<file path="src/rtl/pctb_pkg.sv">
package pctb_pkg;

    localparam int PC_W   = 18;
    localparam int OFS_W  = 6;
    localparam int TAG_W  = 2;
    localparam int BASE_W = PC_W - OFS_W;
    localparam int LINE_W = TAG_W + PC_W;
    localparam int OPEN_W = 2 * OFS_W;

    localparam logic [TAG_W-1:0] TAG_BASE  = 2'b00;
    localparam logic [TAG_W-1:0] TAG_ONE   = 2'b01;
    localparam logic [TAG_W-1:0] TAG_TWO   = 2'b10;
    localparam logic [TAG_W-1:0] TAG_THREE = 2'b11;

    typedef enum logic [2:0] {
        ST_IDLE      = 3'd0,
        ST_PLAIN     = 3'd1,
        ST_NEED_BASE = 3'd2,
        ST_HAVE_BASE = 3'd3,
        ST_PACKING   = 3'd4,
        ST_PEND      = 3'd5
    } trc_state_e;

endpackage

</file>
<file path="src/rtl/pctb_ctrl.sv">
module pctb_ctrl
    import pctb_pkg::*;
(
    input  logic              clk,
    input  logic              rst_n,
    input  logic              arm,
    input  logic              trig,
    input  logic              cmp_mode,
    input  logic              pc_vld,
    input  logic [PC_W-1:0]   pc,
    input  logic              pc_dst,
    input  logic              pc_vec,
    output logic              wr_en,
    output logic [LINE_W-1:0] wr_data
);

    trc_state_e        state_q, state_n;
    logic [BASE_W-1:0] base_q, base_n;
    logic [OPEN_W-1:0] fld_q, fld_n;
    logic              two_q, two_n;
    logic [PC_W-1:0]   pend_q, pend_n;

    logic [BASE_W-1:0] pc_hi;
    logic [OFS_W-1:0]  pc_lo;
    logic              hit;

    assign pc_hi = pc[PC_W-1:OFS_W];
    assign pc_lo = pc[OFS_W-1:0];
    assign hit   = (pc_hi == base_q);

    function automatic logic [LINE_W-1:0] close_line(input logic two,
                                                     input logic [OPEN_W-1:0] f);
        if (two)
            close_line = {TAG_TWO, {OFS_W{1'b0}}, f};
        else
            close_line = {TAG_ONE, {OPEN_W{1'b0}}, f[OFS_W-1:0]};
    endfunction

    // state register
    always_ff @(posedge clk or negedge rst_n) begin
        if (!rst_n) begin
            state_q <= ST_IDLE;
            base_q  <= '0;
            fld_q   <= '0;
            two_q   <= 1'b0;
            pend_q  <= '0;
        end else begin
            state_q <= state_n;
            base_q  <= base_n;
            fld_q   <= fld_n;
            two_q   <= two_n;
            pend_q  <= pend_n;
        end
    end

    // next state
    always_comb begin
        state_n = state_q;
        base_n  = base_q;
        fld_n   = fld_q;
        two_n   = two_q;
        pend_n  = pend_q;
        if (arm) begin
            state_n = cmp_mode ? ST_NEED_BASE : ST_PLAIN;
        end else begin
            unique case (state_q)
                ST_IDLE: state_n = ST_IDLE;
                ST_PLAIN: begin
                    if (trig) state_n = ST_IDLE;
                end
                ST_NEED_BASE: begin
                    if (trig) begin
                        state_n = ST_IDLE;
                    end else if (pc_vld) begin
                        base_n  = pc_hi;
                        state_n = ST_HAVE_BASE;
                    end
                end
                ST_HAVE_BASE, ST_PEND: begin
                    if (trig) begin
                        state_n = ST_IDLE;
                    end else if (pc_vld) begin
                        if (hit) begin
                            fld_n[OFS_W-1:0] = pc_lo;
                            two_n   = 1'b0;
                            state_n = ST_PACKING;
                        end else begin
                            base_n  = pc_hi;
                            pend_n  = pc;
                            state_n = state_q;
                        end
                    end else if (state_q == ST_PEND) begin
                        state_n = ST_HAVE_BASE;
                    end
                end
                ST_PACKING: begin
                    if (trig) begin
                        state_n = ST_IDLE;
                    end else if (pc_vld) begin
                        if (hit) begin
                            if (two_q) begin
                                state_n = ST_HAVE_BASE;
                            end else begin
                                fld_n[OPEN_W-1:OFS_W] = pc_lo;
                                two_n = 1'b1;
                            end
                        end else begin
                            base_n  = pc_hi;
                            pend_n  = pc;
                            state_n = ST_PEND;
                        end
                    end
                end
            endcase
        end
    end

    // outputs
    always_comb begin
        wr_en   = 1'b0;
        wr_data = '0;
        if (!arm) begin
            unique case (state_q)
                ST_IDLE: wr_en = 1'b0;
                ST_PLAIN: begin
                    if (!trig && pc_vld) begin
                        wr_en   = 1'b1;
                        wr_data = {pc_dst | pc_vec, pc_vec, pc};
                    end
                end
                ST_NEED_BASE: begin
                    if (!trig && pc_vld) begin
                        wr_en   = 1'b1;
                        wr_data = {TAG_BASE, pc};
                    end
                end
                ST_HAVE_BASE: begin
                    if (!trig && pc_vld && !hit) begin
                        wr_en   = 1'b1;
                        wr_data = {TAG_BASE, pc};
                    end
                end
                ST_PACKING: begin
                    if (trig) begin
                        wr_en   = 1'b1;
                        wr_data = close_line(two_q, fld_q);
                    end else if (pc_vld) begin
                        if (hit && two_q) begin
                            wr_en   = 1'b1;
                            wr_data = {TAG_THREE, pc_lo, fld_q};
                        end else if (!hit) begin
                            wr_en   = 1'b1;
                            wr_data = close_line(two_q, fld_q);
                        end
                    end
                end
                ST_PEND: begin
                    wr_en   = 1'b1;
                    wr_data = {TAG_BASE, pend_q};
                end
            endcase
        end
    end

    // no line is written while capture is stopped
    p_idle_quiet_r8: assert property (@(posedge clk) disable iff (!rst_n)
        (state_q == ST_IDLE) |-> !wr_en);

    p_vec_dest_r3: assert property (@(posedge clk) disable iff (!rst_n)
        (state_q == ST_PLAIN && wr_en) |-> (!wr_data[LINE_W-2] || wr_data[LINE_W-1]));

    p_first_base_r4: assert property (@(posedge clk) disable iff (!rst_n)
        (state_q == ST_NEED_BASE && wr_en) |-> (wr_data[LINE_W-1 -: TAG_W] == TAG_BASE));

    p_pad_zero_r6: assert property (@(posedge clk) disable iff (!rst_n)
        (wr_en && state_q != ST_PLAIN && wr_data[LINE_W-1 -: TAG_W] == TAG_ONE)
        |-> (wr_data[PC_W-1:OFS_W] == '0));

    p_split_r6: assert property (@(posedge clk) disable iff (!rst_n)
        (state_q == ST_PACKING && pc_vld && !trig && !arm && !hit) |=> (state_q == ST_PEND));

    p_arm_start_r1: assert property (@(posedge clk) disable iff (!rst_n)
        arm |=> (state_q == ST_NEED_BASE || state_q == ST_PLAIN));

endmodule

</file>
<file path="src/rtl/pctb_ptr.sv">
module pctb_ptr #(
    parameter int DEPTH = 64,
    localparam int AW   = $clog2(DEPTH)
) (
    input  logic          clk,
    input  logic          rst_n,
    input  logic          clr,
    input  logic          wr_en,
    output logic [AW-1:0] ptr,
    output logic          roll
);

    logic [AW-1:0] ptr_q;
    logic          roll_q;
    logic          at_top;

    assign at_top = (ptr_q == AW'(DEPTH - 1));

    always_ff @(posedge clk or negedge rst_n) begin
        if (!rst_n) begin
            ptr_q  <= '0;
            roll_q <= 1'b0;
        end else if (clr) begin
            ptr_q  <= '0;
            roll_q <= 1'b0;
        end else if (wr_en) begin
            ptr_q <= ptr_q + 1'b1;
            if (at_top) roll_q <= 1'b1;
        end
    end

    assign ptr  = ptr_q;
    assign roll = roll_q;

    p_step_r2: assert property (@(posedge clk) disable iff (!rst_n)
        (wr_en && !clr) |=> (ptr_q == AW'($past(ptr_q) + 1'b1)));

    p_hold_r8: assert property (@(posedge clk) disable iff (!rst_n)
        (!wr_en && !clr) |=> $stable(ptr_q));

    p_wrap_r9: assert property (@(posedge clk) disable iff (!rst_n)
        (wr_en && !clr && at_top) |=> roll_q);

    p_sticky_r9: assert property (@(posedge clk) disable iff (!rst_n)
        (roll_q && !clr) |=> roll_q);

    p_clear_r1: assert property (@(posedge clk) disable iff (!rst_n)
        clr |=> (ptr_q == '0 && !roll_q));

endmodule

</file>
<file path="src/rtl/pctb_ram.sv">
module pctb_ram #(
    parameter int DEPTH = 64,
    parameter int WIDTH = 20,
    localparam int AW   = $clog2(DEPTH)
) (
    input  logic             clk,
    input  logic             we,
    input  logic [AW-1:0]    waddr,
    input  logic [WIDTH-1:0] wdata,
    input  logic [AW-1:0]    raddr,
    output logic [WIDTH-1:0] rdata
);

    logic [WIDTH-1:0] mem [DEPTH];

    always_ff @(posedge clk) begin
        if (we) mem[waddr] <= wdata;
        rdata <= mem[raddr];
    end

endmodule

</file>
<file path="src/rtl/pc_trace_buf.sv">
module pc_trace_buf
    import pctb_pkg::*;
#(
    parameter int DEPTH = 64,
    localparam int AW   = $clog2(DEPTH)
) (
    input  logic              clk,
    input  logic              rst_n,
    input  logic              arm_i,
    input  logic              trig_i,
    input  logic              cmp_mode_i,
    input  logic              pc_vld_i,
    input  logic [PC_W-1:0]   pc_i,
    input  logic              pc_dst_i,
    input  logic              pc_vec_i,
    input  logic [AW-1:0]     rd_idx_i,
    output logic [LINE_W-1:0] rd_data_o,
    output logic [AW-1:0]     wr_ptr_o,
    output logic              rollover_o
);

    logic              wr_en;
    logic [LINE_W-1:0] wr_data;
    logic [AW-1:0]     ptr;
    logic              roll;
    logic [AW-1:0]     rd_phys;

    pctb_ctrl u_ctrl (
        .clk      (clk),
        .rst_n    (rst_n),
        .arm      (arm_i),
        .trig     (trig_i),
        .cmp_mode (cmp_mode_i),
        .pc_vld   (pc_vld_i),
        .pc       (pc_i),
        .pc_dst   (pc_dst_i),
        .pc_vec   (pc_vec_i),
        .wr_en    (wr_en),
        .wr_data  (wr_data)
    );

    pctb_ptr #(.DEPTH(DEPTH)) u_ptr (
        .clk   (clk),
        .rst_n (rst_n),
        .clr   (arm_i),
        .wr_en (wr_en),
        .ptr   (ptr),
        .roll  (roll)
    );

    // oldest line sits at the write pointer once the buffer has wrapped
    assign rd_phys = roll ? AW'(ptr + rd_idx_i) : rd_idx_i;

    pctb_ram #(.DEPTH(DEPTH), .WIDTH(LINE_W)) u_ram (
        .clk   (clk),
        .we    (wr_en),
        .waddr (ptr),
        .wdata (wr_data),
        .raddr (rd_phys),
        .rdata (rd_data_o)
    );

    assign wr_ptr_o   = ptr;
    assign rollover_o = roll;

    p_arm_quiet_r12: assert property (@(posedge clk) disable iff (!rst_n)
        arm_i |-> !wr_en);

endmodule

</file>
<file path="config.mk">
export PLATFORM = sky130hd
export DESIGN_NAME = pc_trace_buf
export DESIGN_NICKNAME = d
export VERILOG_FILES = /design/src/rtl/pctb_pkg.sv /design/src/rtl/pctb_ctrl.sv /design/src/rtl/pctb_ptr.sv /design/src/rtl/pctb_ram.sv /design/src/rtl/pc_trace_buf.sv
export SDC_FILE = /design/constraint.sdc
export NUM_CORES = 1
export LEC_CHECK = 0
export BUFFER_PORTS_ARGS = -buffer_cell sky130_fd_sc_hd__clkbuf_2
export CORE_MARGIN = 3
export CORE_UTILIZATION = 30
export CTS_CLUSTER_SIZE = 10
export DETAILED_ROUTE_END_ITERATION = 10
export SYNTH_ARGS = -nofsm -noshare
export SYNTH_HDL_FRONTEND = slang
export SYNTH_SLANG_ARGS = --single-unit
</file>
<file path="constraint.sdc">
create_clock -name clk -period 6.3 [get_ports clk]
set_input_delay 0.945 -clock clk [delete_from_list [all_inputs] [get_ports clk]]
set_output_delay 0.945 -clock clk [all_outputs]
set_load 0.02 [all_outputs]
</file>
==> flow_summary.json <==
{
  "dpl.hpwl_um": 93100,
  "syn-num-nets": 4033,
  "postSynth.asyncResetShare_pct": 3.92,
  "endpoint_kind": "flip-flop",
  "core.rowCount": 156,
  "die_x_um": 433,
  "timing.final.crit_period_ns": 4.49,
  "gr-max-usage-layer": "met2",
  "drcViolationCount": 0,
  "synth_enable_flop_cells": 1280,
  "grt.met3_usage_pct": 2.98,
  "setup-violations-final": 0,
  "relSlewSlack_pct": 8.86,
  "antenna_violations_before_repair": 5,
  "cts_tree": "yes",
  "io_pins": 59,
  "routed_via_density": 5.60,
  "portion_of_the_post_synthesis_area_used_by_sequential_elements_pct": 73.3,
  "routedWlPerCell_um": 25.8,
  "path_class": "flip-flop to flip-flop",
  "fin_nets": 4119,
  "pre_cts_ws_ns": 1.11,
  "routed_wl_um": 169000,
  "layout.cells.most_common_list": "sky130_fd_sc_hd__edfxtp_1 (1280), sky130_fd_sc_hd__a21oi_1 (748), sky130_fd_sc_hd__nor2_1 (379)",
  "worstPathMaxFanout": 20,
  "synth.cell_area_um2": 54800,
  "number_of_sinks_handled_by_clock_tree_synthesis": 1353,
  "vdd.ir_drop.worst_mv": 0.225,
  "synth_warnings": 0,
  "share_of_cells_above_drive_strength_1_pct": 13.4,
  "max_clock_freq_mhz": 223,
  "max-clock-path-buffers": 3,
  "holdCritPathClass": "input port to async pin",
  "required_time_of_the_critical_path_ns": 6.66,
  "dominantRegCellSynth": "sky130_fd_sc_hd__edfxtp_1",
  "cts_hold_buffers": 0,
  "clock_tree.root_cell": "sky130_fd_sc_hd__clkbuf_16",
  "cells_after_synthesis": 3991,
  "critPathArrivalTime_ns": 4.84,
  "maximum_number_of_pins_on_one_net_before_global_route_repair": 110,
  "grt_setup_unrepaired": "false",
  "routabilityCongestion": 0.830,
  "standby_leakage_power_nw": 17.5,
  "groute.layer.met1.usage_pct": 23.3,
  "seq_area_um2": 40200,
  "drt-initial-drc-count": 4440,
  "maxCapViolCount": 0,
  "stdcell_area_um2": 63300,
  "finalClockSkew_ns": 0.0247,
  "cts-htree-levels": 4,
  "global_route.usage.total_pct": 17.5,
  "yosysUniqueCellTypes": 64,
  "met2_track_demand_over_resource_in_global_routing_pct": 28.1,
  "ctsResizeCount": 0,
  "tns_ns": 0,
  "yosys_register_bits": 1353,
  "area_growth_syn_to_layout_pct": 15.5,
  "fin_ws_ns": 1.81,
  "outcome": "completed",
  "clkLatencyLatePin_ns": 0.77,
  "grt_pass1_vias": 35200,
  "drv_slew": 0,
  "first_pass_iters": 6,
  "globalRoute.totalOverflow": 0,
  "n_fill_cell": 17300,
  "multiInputGateArea_um2": 13800,
  "post_cts_setup_bufs": 0,
  "number_of_buffers_created_by_cts": 155,
  "die_h_um": 433,
  "starting_utilization_of_the_core_area_pct": 30.3,
  "grt_first_pass_wirelength_um": 244000,
  "core_area_um2": 181000,
  "route.antenna.remaining_nets": 0,
  "route.vias.total": 36500,
  "mean_area_per_synthesized_cell_um2": 13.7,
  "clock_slew_at_the_register_clock_pins_of_the_worst_setup_and_hold_paths_ns": 0.05,
  "dpl_cell_area_um2": 58900,
  "numPortBuffers": 58,
  "powerDensity_nw_per_um2": 305,
  "final_min_period_over_clock_period_pct": 71.2,
  "layout.cells.most_common": "sky130_fd_sc_hd__edfxtp_1",
  "die_footprint_um2": 188000,
  "count_of_endpoints_failing_hold_in_the_final_timing_report": 0,
  "slew_at_the_pin_closest_to_its_max_slew_limit_ns": 1.37,
  "start_kind": "flip-flop"
}
==> flip-flops by register name, indices dropped and copies added (netlist names) <==
signal	count
u_ctrl.base_q	12
u_ptr.roll	1
u_ram.mem	1280
u_ctrl.fld_q	12
u_ctrl.two_q	1
u_ctrl.state_q	3
u_ram.rdata	20
u_ctrl.pend_q	18
u_ptr.ptr	6
==> worst max-delay path: stages, from the launching register on <==
cell and delay, ns:
sky130_fd_sc_hd__dfrtp_1 0.38, sky130_fd_sc_hd__xor2_1 0.16, sky130_fd_sc_hd__nor4_1 0.11, sky130_fd_sc_hd__buf_4 0.16, sky130_fd_sc_hd__and3_1 0.33, sky130_fd_sc_hd__ha_1 0.25, sky130_fd_sc_hd__nand2b_1 0.14, sky130_fd_sc_hd__a31oi_1 0.40
sky130_fd_sc_hd__o21a_1 0.41, sky130_fd_sc_hd__nand2b_1 0.51, sky130_fd_sc_hd__nor2_2 1.20
==> layer usage <==
metal	vias up	routed length [um]
met4	4	6470
met3	301	14100
met2	1882	79600
met5	-	27
li1	15800	-
met1	18600	68400
==> final cells by class <==
class	count	share of cell area, %
Antenna cell	5	0.0198
Tap cell	2370	4.68
Sequential cell	1353	63.4
Timing Repair Buffer	233	3.09
Multi-Input combinational cell	2322	21.7
Clock buffer	223	6.79
Clock inverter	10	0.186
Inverter	12	0.0711
==> logic make-up (layout without fill, tap and decap cells) <==
kind of cell               Yosys count  after routing  synth area share (%)
buffers and inverters              316            478                  2.50
adders and majority gates           10             10                 0.242
muxes                               51             51                  1.05
other                                0              5                     0
AOI/OAI and AO/OA                 1370           1370                  15.1
and+or+nand+nor                    875            875                  7.62
DFF                               1353           1353                  73.3
xor gates and xnor gates            16             16                 0.256
==> synth_stat cells, types with 33 or more instances <==
cell type	instances	area (um2)
sky130_fd_sc_hd__a211oi_1	38	285
sky130_fd_sc_hd__buf_1	49	184
sky130_fd_sc_hd__nand2_1	61	229
sky130_fd_sc_hd__a21oi_1	750	3750
sky130_fd_sc_hd__edfxtp_1	1280	38400
sky130_fd_sc_hd__clkbuf_1	156	586
sky130_fd_sc_hd__nand3_1	51	255
sky130_fd_sc_hd__dfrtp_1	53	1330
sky130_fd_sc_hd__o21ai_0	147	736
sky130_fd_sc_hd__mux2_2	44	495
sky130_fd_sc_hd__o311ai_1	33	289
sky130_fd_sc_hd__o22ai_1	131	820
sky130_fd_sc_hd__a221o_1	101	1010
sky130_fd_sc_hd__o21ai_1	38	190
sky130_fd_sc_hd__nor2_1	458	1720
sky130_fd_sc_hd__and2_1	130	813
sky130_fd_sc_hd__nor4_1	104	651
sky130_fd_sc_hd__buf_2	88	440
==> power by group <==
| group | switching (mW) | total (mW) | internal [mW] |
|---|---|---|---|
| sequential | 0.0850 | 9.94 | 9.86 |
| clock | 3.39 | 8.11 | 4.71 |
| combinational | 0.883 | 1.30 | 0.413 |
==> stage by stage <==
stage	power (mW)	util, %	instances	hold slack (ns)
final	19.3	35.0	6528	0.335
after global routing	19.9	35.0	6524	0.379
after CTS	19.4	35.0	6523	0.321
after detailed placement	11.4	32.5	6290	0.493
after global placement	11.4	32.5	6290	0.488
after floorplan	10.9	-	3991	0.480
==> final timing paths <==
| kind | from | end | slack, ns | cells after the start |
|---|---|---|---|---|
| max | u_ctrl.base_q[10] | u_ram.mem[15][12] | 1.81 | 10 |
| min | rst_n | u_ctrl.base_q[10] | 0.34 | 2 |
| max reg2reg | u_ctrl.base_q[10] | u_ram.mem[15][12] | 1.81 | 10 |
| min reg2reg | u_ctrl.pend_q[5] | u_ctrl.pend_q[5] | 0.50 | 1 |
| max in group asynchronous | rst_n | u_ptr.ptr[4] | 5.46 | 2 |
| min in group clk | cmp_mode_i | u_ctrl.state_q[1] | 0.46 | 3 |
(Power assumes the default switching activity.)
